==> src/rtl/ipi_rt_pkg.sv <==
package ipi_rt_pkg;

    localparam int OFS_W   = 8;
    localparam int DATA_W  = 32;
    localparam int ID_W    = 10;
    localparam int VEC_W   = 5;
    localparam int TGT_LSB = 16;
    localparam int MBOX_N  = 8;
    localparam int MBOX_IW = $clog2(MBOX_N);

    localparam logic [OFS_W-1:0] OFS_STATUS  = 8'h00;
    localparam logic [OFS_W-1:0] OFS_ENABLE  = 8'h04;
    localparam logic [OFS_W-1:0] OFS_SET     = 8'h08;
    localparam logic [OFS_W-1:0] OFS_CLEAR   = 8'h0C;
    localparam logic [OFS_W-1:0] OFS_MBOX_LO = 8'h20;
    localparam logic [OFS_W-1:0] OFS_MBOX_HI = OFS_MBOX_LO + OFS_W'(4 * (MBOX_N - 1));
    localparam logic [OFS_W-1:0] OFS_SEND    = 8'h40;

    typedef enum logic [2:0] {
        OP_IDLE,
        OP_LOCAL_RD,
        OP_LOCAL_WR,
        OP_SEND,
        OP_REJECT
    } op_kind_e;

    typedef struct packed {
        logic              en;
        logic [OFS_W-1:0]  ofs;
        logic [DATA_W-1:0] data;
    } core_wr_t;

    function automatic logic [DATA_W-1:0] vec_to_mask(input logic [VEC_W-1:0] v);
        return DATA_W'(1) << v;
    endfunction

    function automatic logic is_mbox(input logic [OFS_W-1:0] ofs);
        return (ofs >= OFS_MBOX_LO) && (ofs <= OFS_MBOX_HI) && (ofs[1:0] == 2'b00);
    endfunction

    function automatic logic [MBOX_IW-1:0] mbox_idx(input logic [OFS_W-1:0] ofs);
        return MBOX_IW'((ofs - OFS_MBOX_LO) >> 2);
    endfunction

    function automatic op_kind_e classify(input logic valid, input logic write,
                                          input logic [OFS_W-1:0] ofs, input logic req_ok);
        if (!valid)                 return OP_IDLE;
        if (!req_ok)                return OP_REJECT;
        if (!write)                 return OP_LOCAL_RD;
        if (ofs == OFS_SEND)        return OP_SEND;
        return OP_LOCAL_WR;
    endfunction

endpackage

==> src/rtl/ipi_id_map.sv <==
module ipi_id_map
    import ipi_rt_pkg::*;
#(
    parameter int NUM_CORES = 1
) (
    input  logic [ID_W-1:0]      id,
    output logic [NUM_CORES-1:0] hit,
    output logic                 found
);
    for (genvar i = 0; i < NUM_CORES; i++) begin : g_hit
        assign hit[i] = (id == ID_W'(i));
    end

    assign found = |hit;
endmodule

==> src/rtl/ipi_core_regs.sv <==
module ipi_core_regs
    import ipi_rt_pkg::*;
(
    input  logic              clk,
    input  logic              rst,
    input  core_wr_t          wr,
    input  logic [OFS_W-1:0]  rd_ofs,
    output logic [DATA_W-1:0] rd_data,
    output logic              irq
);
    logic [DATA_W-1:0] status_q;
    logic [DATA_W-1:0] enable_q;
    logic [DATA_W-1:0] mbox_q [MBOX_N];

    always_ff @(posedge clk) begin
        if (rst) begin
            status_q <= '0;
            enable_q <= '0;
            for (int k = 0; k < MBOX_N; k++) mbox_q[k] <= '0;
        end else if (wr.en) begin
            case (wr.ofs)
                OFS_ENABLE: enable_q <= wr.data;
                OFS_SET:    status_q <= status_q | wr.data;
                OFS_CLEAR:  status_q <= status_q & ~wr.data;
                default: begin
                    if (is_mbox(wr.ofs)) mbox_q[mbox_idx(wr.ofs)] <= wr.data;
                end
            endcase
        end
    end

    always_comb begin
        rd_data = '0;
        case (rd_ofs)
            OFS_STATUS: rd_data = status_q;
            OFS_ENABLE: rd_data = enable_q;
            default: begin
                if (is_mbox(rd_ofs)) rd_data = mbox_q[mbox_idx(rd_ofs)];
            end
        endcase
    end

    assign irq = |(status_q & enable_q);
endmodule

==> src/rtl/ipi_send_router.sv <==
module ipi_send_router
    import ipi_rt_pkg::*;
#(
    parameter int NUM_CORES = 1
) (
    input  logic                 clk,
    input  logic                 rst,
    input  logic                 req_valid,
    input  logic                 req_write,
    input  logic [OFS_W-1:0]     req_addr,
    input  logic [DATA_W-1:0]    req_wdata,
    input  logic [ID_W-1:0]      req_id,
    output logic [DATA_W-1:0]    rsp_rdata,
    output logic                 rsp_err,
    output logic [NUM_CORES-1:0] irq
);
    if (NUM_CORES < 1) begin : g_bad_param
        $error("NUM_CORES must be at least 1");
    end

    logic [NUM_CORES-1:0] req_hit;
    logic                 req_ok;
    logic [NUM_CORES-1:0] tgt_hit;
    logic                 tgt_ok;
    op_kind_e             op;
    logic                 send_go;
    logic [DATA_W-1:0]    send_mask;
    logic [DATA_W-1:0]    rd_bus [NUM_CORES];

    ipi_id_map #(.NUM_CORES(NUM_CORES)) u_req_map (
        .id    (req_id),
        .hit   (req_hit),
        .found (req_ok)
    );

    ipi_id_map #(.NUM_CORES(NUM_CORES)) u_tgt_map (
        .id    (req_wdata[TGT_LSB +: ID_W]),
        .hit   (tgt_hit),
        .found (tgt_ok)
    );

    assign op        = classify(req_valid, req_write, req_addr, req_ok);
    assign send_go   = (op == OP_SEND) && tgt_ok;
    assign send_mask = vec_to_mask(req_wdata[VEC_W-1:0]);
    assign rsp_err   = (op == OP_REJECT) || ((op == OP_SEND) && !tgt_ok);

    for (genvar i = 0; i < NUM_CORES; i++) begin : g_core
        core_wr_t          wr_c;
        logic [DATA_W-1:0] rd_c;

        always_comb begin
            wr_c = '0;
            if (send_go && tgt_hit[i]) begin
                wr_c.en   = 1'b1;
                wr_c.ofs  = OFS_SET;
                wr_c.data = send_mask;
            end else if ((op == OP_LOCAL_WR) && req_hit[i]) begin
                wr_c.en   = 1'b1;
                wr_c.ofs  = req_addr;
                wr_c.data = req_wdata;
            end
        end

        ipi_core_regs u_regs (
            .clk     (clk),
            .rst     (rst),
            .wr      (wr_c),
            .rd_ofs  (req_addr),
            .rd_data (rd_c),
            .irq     (irq[i])
        );

        assign rd_bus[i] = ((op == OP_LOCAL_RD) && req_hit[i]) ? rd_c : '0;
    end

    always_comb begin
        rsp_rdata = '0;
        for (int i = 0; i < NUM_CORES; i++) rsp_rdata = rsp_rdata | rd_bus[i];
    end
endmodule

==> config.mk <==
export PLATFORM = sky130hd
export DESIGN_NAME = ipi_send_router
export DESIGN_NICKNAME = d
export VERILOG_FILES = /design/src/rtl/ipi_rt_pkg.sv /design/src/rtl/ipi_id_map.sv /design/src/rtl/ipi_core_regs.sv /design/src/rtl/ipi_send_router.sv
export SDC_FILE = /design/constraint.sdc
export NUM_CORES = 1
export LEC_CHECK = 0
export BUFFER_PORTS_ARGS = -buffer_cell sky130_fd_sc_hd__buf_4
export CORE_MARGIN = 10
export CORE_UTILIZATION = 55
export DETAILED_ROUTE_END_ITERATION = 8
export PLACE_DENSITY = 0.75
export SLEW_MARGIN = 5
export SYNTH_ARGS = -nofsm -noshare
export SYNTH_HDL_FRONTEND = slang
export SYNTH_SLANG_ARGS = --single-unit
==> constraint.sdc <==
create_clock -name clk -period 3.6 [get_ports clk]
set_clock_uncertainty 0.05 [all_clocks]
set_input_delay 0.9 -clock clk [delete_from_list [all_inputs] [get_ports clk]]
set_output_delay 0.9 -clock clk [all_outputs]
set_load 0.005 [all_outputs]
==> impl_metrics.tcl, run 1 <==
set metrics [dict create \
    status "finished clean" \
    period_minus_slack_ns 3.572 \
    synth-seq-area-share_pct 59.48 \
    p_comb_share_pct 6.6 \
    cp-start-kind "input pin" \
    async_flop_share_pct 0 \
    grt_max_degree 45 \
    cts_buffers 35 \
    cts_root_buffer "clkbuf_16" \
    cts_tree "built" \
    drcViolationCount 0 \
    cts_buffer_depth 3 \
    tightest_slew_ns 0.7420 \
    slew_headroom_pct 50.53 \
    fillCellCount 1988 \
    viasPerCell 6.529 \
    path_clk_slew_ns 0.06 \
    hold_viol 0 \
    seqPwrFrac_pct 49.9 \
    crit_type "in2out" \
    slew_viol_final 0 \
    min_to "g_core[0].u_regs.enable_q[19]" \
    cp.required_ns 2.65 \
    num_antenna_cells 0 \
    synth-edff-count 256 \
    drt-wirelength-per-cell_um 26.10 \
    power_leakage_nw 5.820 \
    die_h_um 185.6 \
    synth_area_um2 15080 \
    met2_usage_pct 42.04 \
    vdd_ir_drop_max_uv 376.3 \
    routed_wl_mm 44.58 \
    setup_slack_ns 0.02820 \
    power.density_nw_per_um2 465.9 \
    dp_slack_ns -0.1429 \
    numPortBuffers 87 \
    path_max_fanout 18 \
    met1_usage_pct 34.14 \
    track_usage_pct 25.96 \
    syn_inst 1240 \
    swShare_pct 20.95 \
    utilization_pct 66.47 \
    grt-ovfl-total 0 \
    setup_viol 0 \
    dr.pass1.iters 5 \
    drv_cap 0 \
    initial_core_util_pct 55.95 \
    final_common_cell "nor2_1" \
    top_usage_layer "met2" \
    switching_power_mw 1.749 \
    critPathCaptureType "primary output" \
    synth_seq_cells 320 \
    drt-initial-drc-count 1328 \
    fp.dieW_um 185.6 \
    synthesis.area_per_instance_um2 12.16 \
    fmax_ghz 0.2800 \
    ant_nets 0 \
    num_rows 60 \
    synthToLayoutAreaGrowth_pct 18.81 \
    whs_path_depth 2 \
    syn_nets 1294 \
    p_int_mw 6.597 \
    yosys_warnings 0 \
    place_congestion 0.9717 \
    worstPathArrival_ns 2.62 \
    synth_ff_type "edfxtp_1" \
    total_power_mw 8.346 \
    gr-usage-met3_pct 4.543 \
    io_pins 88 \
    core_um2 26950 \
    clkPwrFrac_pct 43.5 \
    clk_latency_ns 0.52 \
    layout_common_cells "nor2_1 (299), edfxtp_1 (256), buf_4 (141)" \
    fin_crit_sh_pct 99.22 \
    rsz0062_at_grt "yes" \
    synth.distinct_cells 47 \
    final_nets 1396 \
    grt_pass1_wl_mm 67.22 \
    grt_pass1_vias 11080 \
    fin_tns_setup_ns 0 \
    rrSetupSlack_ns 2.59 \
    hold_buffers 0 \
    htree_num_levels 2 \
    dieArea_um2 34440 \
    drive_above_1_share_pct 24.51 \
    antenna_found_initial 1 \
    hold_path_class "reg2reg" \
    rr_worst_depth 3 \
    cts_sinks 320 \
    vias 11150 \
    min-delay-start "g_core[0].u_regs.enable_q[19]" \
    dp_hpwl_mm 28.89 \
]
## registers in the layout, indices dropped and copies added (netlist names), named ones only
register / flops
g_core.u_regs.enable_q: 32
g_core.u_regs.mbox_q: 256
## final cells by class
type                    instances  area (µm²)  share of cell area [%]
repair buffers                171        1624                   9.066
clock inverters                15       187.7                   1.048
well taps                     341       426.7                   2.382
clock buffers                  47       982.2                   5.483
flip-flops and latches        320        8969                   50.06
inverters                      28       105.1                  0.5867
multi-input cells             786        5620                   31.37
## worst max-delay path by stage
stage	start	to	cells after the start	slack (ns)
2_1_floorplan	req_addr[1]	g_core[0].u_regs.mbox_q[5][0]	7	-0.18
3_3_place_gp	req_addr[1]	rsp_rdata[30]	8	-0.09
3_5_place_dp	req_addr[1]	rsp_rdata[20]	8	-0.14
4_1_cts	req_addr[1]	rsp_rdata[20]	8	0.01
5_1_grt	req_addr[1]	rsp_rdata[18]	8	-0.02
6_report	req_addr[1]	rsp_rdata[20]	8	0.03
## power by group through the flow
| stage | logic [mW] | registers, mW | clock network, mW |
|---|---|---|---|
| global route | 0.578 | 4.18 | 3.80 |
| CTS | 0.548 | 4.17 | 3.65 |
| detailed placement | 0.546 | 4.24 | 0 |
| finish | 0.551 | 4.16 | 3.63 |
| global placement | 0.540 | 4.23 | 0 |
| floorplan | 0.321 | 4.23 | 0 |
## critical path: stages
cell    delay [ns]
buf_6         0.09
or3_4         0.40
or2_4         0.26
or3_4         0.37
buf_12        0.18
o22a_1        0.17
nor2_1        0.11
buf_4         0.13
## timing repair
item	in CTS	in global routing
pin swaps	0	0
setup buffers	0	0
gates resized for setup	5	2
setup endpoints to repair	32	22
## Yosys cell counts (all sizes together), types with 8 or more instances
library cell | instances | area (µm²)
inv | 28 | 105.1
nor4 | 18 | 112.6
nor2 | 299 | 1122
a21oi | 32 | 160.2
o21ai | 41 | 216.5
or4 | 8 | 63.81
dfxtp | 64 | 1281
nand2b | 10 | 62.56
buf | 19 | 117.6
clkbuf | 87 | 327.8
a22o | 19 | 167.7
a32o | 9 | 90.09
o22a | 32 | 280.3
nand3 | 32 | 160.2
edfxtp | 256 | 7687
mux2i | 64 | 640.6
a22oi | 12 | 90.09
a311o | 26 | 287.8
mux4 | 64 | 1441
nand2 | 63 | 236.5
## metrics by stage
| stage | area (µm²) | hold WS, ns | instances |
|---|---|---|---|
| after detailed placement | 16720 | 0.4106 | 1646 |
| after CTS | 17910 | 0.4191 | 1708 |
| after floorplan | 15120 | 0.3943 | 1240 |
| final | 17910 | 0.4168 | 1708 |
| after global placement | 16720 | 0.4050 | 1646 |
| after global routing | 17910 | 0.4452 | 1708 |
## routing by layer
metal / wire length [µm] / vias up
li1: - / 4823
met1: 16910 / 5559
met2: 21570 / 656
met3: 4321 / 113
met4: 1780 / 0
met5: 0 / -
## cell families after synthesis
| family | Yosys count | synth area share (%) |
|---|---|---|
| AOI/OAI and AO/OA | 183 | 9.369 |
| muxes | 128 | 13.81 |
| and+or+nand+nor | 475 | 13.69 |
| DFF | 320 | 59.48 |
| buffers and inverters | 134 | 3.651 |
No activity file was read; power rests on OpenSTA's default activity.
==> run 2: changes to the inputs <==
ABC_AREA = 1   (was unset)
CORE_MARGIN = 2   (was 10)
CORE_UTILIZATION = 56   (was 55)
PLACE_DENSITY = 0.76   (was 0.75)
==> impl_metrics.tcl, run 2 <==
set metrics [dict create \
    synth-adder-area-share_pct 0 \
    place_congestion 0.9553 \
    grt_max_degree 65 \
    synth_ff_type "edfxtp_1" \
    max_stage_delay_ns 0.26 \
    cts_root_buffer "clkbuf_16" \
    io_pins 88 \
    largest_reg_flops 256 \
    vdd_ir_drop_max_uv 311.3 \
    synth-edff-count 256 \
    fp.dieW_um 173.9 \
    cts_tree "built" \
    synth.distinct_cells 39 \
    cts_sinks 320 \
    synth_top_family_by_area "simple AND/OR/NAND/NOR gates" \
    synth_seq_cells 320 \
    power.density_nw_per_um2 433.0 \
    path_buf_inv 6 \
    regMostFlops "g_core.u_regs.mbox_q" \
    top_regs "g_core.u_regs.mbox_q (256), g_core.u_regs.enable_q (32)" \
    setup_viol 0 \
    fin_tns_setup_ns 0 \
    synth-seq-area-share_pct 55.48 \
    viasPerCell 6.061 \
    cts_buffer_depth 3 \
    htree_num_levels 2 \
    drt-wirelength-per-cell_um 21.30 \
    routed_wl_mm 50.62 \
    grt_pass1_wl_mm 77.59 \
    crit_chain "buf_4 > inv_2 > nand2_1 > inv_2 > nand2_1 > nor2_2 > inv_1 > buf_12 > o22ai_1 > o21ai_0 > a21oi_1 > buf_4" \
    grt-ovfl-total 0 \
    antenna_found_initial 0 \
    synth_most_common_cell "nor2_1" \
    cp_slowest_cell "a21oi_1" \
    drt-initial-drc-count 1736 \
    setup_slack_ns 0.08366 \
    path_clk_slew_ns 0.06 \
    status "finished clean" \
    hold_path_class "reg2reg" \
    slew_viol_final 0 \
    numPortBuffers 87 \
    cts_buffers 34 \
    synthToLayoutAreaGrowth_pct 14.36 \
    final_nets 2025 \
    synth_top_cell_by_area "edfxtp_1" \
    dp_hpwl_mm 31.81 \
    synth_commonest_cells "nor2_1 (436), nand2_1 (424), edfxtp_1 (256), nand3_1 (227), inv_1 (83)" \
    critPathCaptureType "primary output" \
    hold_viol 0 \
    multi_input_area_um2 6081 \
    slew_headroom_pct 55.16 \
    power_leakage_nw 6.636 \
    synthesis.area_per_instance_um2 8.455 \
    drcViolationCount 0 \
    cp-start-kind "input pin" \
    tightest_slew_ns 0.6656 \
    post-cts-setup-buffers 0 \
    synth_area_um2 16170 \
    grt_pass1_vias 14000 \
    post-synth-top-area-fraction_pct 47.55 \
    crit_type "in2out" \
    synth_compound_area_share_pct 7.794 \
    syn_inst 1912 \
    cp.required_ns 2.65 \
    clk_latency_ns 0.51 \
    cp_top_family "buffers and inverters" \
    dr.pass1.iters 7 \
    hold_buffers 0 \
    fillCellCount 2380 \
    final_common_cell "nor2_1" \
    dp_slack_ns 0.1420 \
    core_um2 28550 \
    die_h_um 173.9 \
    num_antenna_cells 0 \
    rsz0062_at_grt "no" \
    period_minus_slack_ns 3.516 \
    synth.area.mux_share_pct 0 \
    drv_cap 0 \
    dieArea_um2 30240 \
    yosys_warnings 0 \
    vias 14410 \
    num_rows 62 \
    initial_core_util_pct 56.63 \
    regArea_um2 8969 \
    path_max_fanout 21 \
    syn_nets 1966 \
    synth_area_leaders "edfxtp_1 (48%), nor2_1 (10%), nand2_1 (9.8%)" \
    ant_nets 0 \
    async_flop_share_pct 0 \
    worstPathArrival_ns 2.57 \
    cts_resized 0 \
    track_usage_pct 33.27 \
    layout_common_cells "nor2_1 (431), nand2_1 (423), edfxtp_1 (256)" \
    fin_crit_sh_pct 97.68 \
    fmax_ghz 0.2844 \
    drive_above_1_share_pct 12.74 \
    synth_xor_area_share_pct 0 \
    synth-simple-area-share_pct 29.53 \
]
run 2: cell types whose count changed after synthesis, sizes merged, moves of 62 or more:
cell,before,now
mux4,64,0
inv,28,104
nor2,299,446
mux2i,64,0
nand2,63,428
o221ai,0,62
nand3,32,230
run 2: cell type report:
class                   instances  share of cell area (%)
clock buffers                  46                   5.069
clock inverters                12                  0.5008
inverters                     130                   2.667
multi-input cells            1329                   32.89
flip-flops and latches        320                   48.51
well taps                     384                   2.599
repair buffers                156                   7.756
run 2: final timing paths:
| path | from | endpoint | slack, ns | cells after the start |
|---|---|---|---|---|
| min | g_core[0].u_regs.enable_q[8] | g_core[0].u_regs.enable_q[8] | 0.43 | 2 |
| max | req_addr[4] | rsp_rdata[31] | 0.08 | 12 |
| min reg2reg | g_core[0].u_regs.enable_q[8] | g_core[0].u_regs.enable_q[8] | 0.43 | 2 |
| max reg2reg | flop | flop | 2.82 | 4 |
run 2: metrics by stage:
stage	utilization [%]	hold WS (ns)	cells	total power, mW	instance area (µm²)
after floorplan	-	0.4050	1912	4.511	16170
after global placement	61.13	0.4125	2319	4.726	17450
after detailed placement	61.13	0.4217	2319	4.743	17450
after CTS	64.74	0.4357	2377	7.991	18480
after global routing	64.76	0.4561	2377	8.196	18490
final	64.76	0.4343	2377	8.005	18490
run 2: tightest hold or removal path, cell delays in order, from the launching register on:
cell and delay, ns:
dfxtp_1 0.32, nor2_1 0.05, nor2_1 0.08
run 2: report_power, final:
part	internal, mW	leakage [nW]	switching, mW
Sequential	4.13	2.94	0.0420
Clock	1.90	0.499	1.43
Combinational	0.172	3.19	0.339
Total	6.20	6.64	1.81
run 2: kinds of logic after synthesis:
logic type             after synthesis
AND/OR/NAND/NOR                   1138
flip-flops                         320
buffers and inverters              263
AO/OA/AOI/OAI                      191
run 2: routing by layer:
metal / up-vias / part of all wire [%] / global-route usage [%]
met4: 0 / 4.9 / 16.91
li1: 6563 / - / -
met5: - / 0 / 0
met2: 977 / 47 / 54.08
met3: 187 / 12 / 8.290
met1: 6679 / 36 / 41.50
==> run 3: changes to the inputs <==
CORE_ASPECT_RATIO = 1.4   (was unset)
CORE_MARGIN = unset   (was 2)
CTS_BUF_LIST = sky130_fd_sc_hd__clkbuf_8 sky130_fd_sc_hd__clkbuf_16   (was unset)
==> impl_metrics.tcl, run 3 (same netlist as run 2, synthesis figures left out) <==
set metrics [dict create \
    gr-usage-met3_pct 4.809 \
    vdd_ir_drop_max_uv 389.4 \
    cts_buffers 29 \
    initial_core_util_pct 56.91 \
    synthToLayoutAreaGrowth_pct 13.92 \
    numPortBuffers 87 \
    hold_path_class "reg2reg" \
    num_antenna_cells 0 \
    cts_root_buffer "clkbuf_16" \
    slew_headroom_pct 49.38 \
    viasPerCell 6.044 \
    path_clk_slew_ns 0.06 \
    total_power_mw 7.844 \
    top_regs "g_core.u_regs.mbox_q (256), g_core.u_regs.enable_q (32)" \
    regMostFlops "g_core.u_regs.mbox_q" \
    cts_tree "built" \
    status "finished clean" \
    period_minus_slack_ns 3.458 \
    drive_above_1_share_pct 13.08 \
    cp.required_ns 2.65 \
    final_area_um2 18420 \
    worstPathArrival_ns 2.51 \
    placed_cell_area_um2 17450 \
    grt_pass1_wl_mm 76.11 \
    critPathCaptureType "primary output" \
    fin_crit_sh_pct 96.06 \
    met2_usage_pct 58.34 \
    io_pins 88 \
    die_h_um 203.0 \
    final_common_cell "nor2_1" \
    met1_usage_pct 40.22 \
    cp_slowest_cell "buf_4" \
    clk_latency_ns 0.55 \
    max_stage_delay_ns 0.25 \
    power.density_nw_per_um2 425.9 \
    place_congestion 1.015 \
    core_um2 28410 \
    fmax_ghz 0.2892 \
    top_usage_layer "met2" \
    layout_common_cells "nor2_1 (431), nand2_1 (423), edfxtp_1 (256)" \
    post-cts-setup-buffers 0 \
    htree_num_levels 1 \
    vias 14330 \
    num_rows 73 \
    fp.dieW_um 145.6 \
    drcViolationCount 0 \
    grt_pass1_vias 13910 \
    ant_nets 0 \
    track_usage_pct 33.89 \
    dieArea_um2 29560 \
    largest_reg_flops 256 \
    grt-ovfl-total 0 \
    crit_chain "buf_4 > inv_2 > nand2_1 > inv_2 > nand2_1 > inv_2 > nand3_1 > buf_4 > o22ai_1 > o21ai_0 > a21oi_1 > buf_4" \
    antenna_found_initial 0 \
    cp-start-kind "input pin" \
    path_max_fanout 16 \
    cts_buffer_depth 3 \
    power_leakage_nw 6.636 \
    hold_viol 0 \
    fin_tns_setup_ns 0 \
    tightest_slew_ns 0.7592 \
    drt-wirelength-per-cell_um 21.04 \
    crit_type "in2out" \
    cts_resized 0 \
    slew_viol_final 0 \
    grt_max_degree 65 \
    final_nets 2028 \
    fillCellCount 2277 \
    routed_wl_mm 49.88 \
    drv_cap 0 \
    cts_sinks 320 \
    rsz0062_at_grt "no" \
    drt-initial-drc-count 1536 \
    setup_viol 0 \
    dp_hpwl_mm 32.70 \
    dr.pass1.iters 6 \
    hold_buffers 0 \
]
[run 3: cell count changes in the layout (fill, tap and decap cells not counted), sizes merged]
cell,before,now
bufinv,1,4
clkbuf,46,31
clkinvlp,1,2
inv,106,112
buf,156,164
[run 3: final cells by class]
type	count	area [µm²]	area share (%)
repair buffers	164	1444	7.840
multi-input cells	1329	6077	33.00
well taps	375	469.2	2.548
flip-flops and latches	320	8969	48.70
inverters	130	493.0	2.677
clock buffers	31	753.2	4.090
clock inverters	22	211.5	1.148
[run 3: through the flow]
stage / utilization (%) / worst slack [ns] / hold slack, ns / instances
2_1_floorplan: - / 0.2408 / 0.4050 / 1912
3_3_place_gp: 61.44 / 0.2062 / 0.4117 / 2318
3_5_place_dp: 61.44 / 0.1845 / 0.4215 / 2318
4_1_cts: 64.83 / 0.1881 / 0.4357 / 2371
5_1_grt: 64.83 / 0.01178 / 0.4498 / 2371
6_report: 64.83 / 0.1419 / 0.4337 / 2371
[run 3: metal layers]
metal	part of all wire, %	wire length (µm)
met5	0	0
met4	5.7	2858
met3	10	5137
met2	49	24420
met1	35	17470
[run 3: worst max-delay path, delay by kind of cell]
kind            cells  cell delay, ns
compound gates      3            0.45
simple gates        3            0.34
buf+inv             6            0.82
[run 3: final timing paths]
kind | endpoint | slack (ns) | cells after the start | start
setup reg to reg | flop | 2.78 | 4 | flop
hold reg to reg | g_core[0].u_regs.enable_q[23] | 0.43 | 2 | g_core[0].u_regs.enable_q[23]
hold / removal | g_core[0].u_regs.enable_q[23] | 0.43 | 2 | g_core[0].u_regs.enable_q[23]
setup / recovery | rsp_rdata[4] | 0.14 | 12 | req_addr[4]
[run 3: power breakdown]
| group | internal, mW | leakage, nW | switching (mW) |
|---|---|---|---|
| registers | 4.12 | 2.94 | 0.0422 |
| clock network | 1.80 | 0.497 | 1.38 |
| logic | 0.170 | 3.20 | 0.333 |
| total | 6.09 | 6.64 | 1.75 |
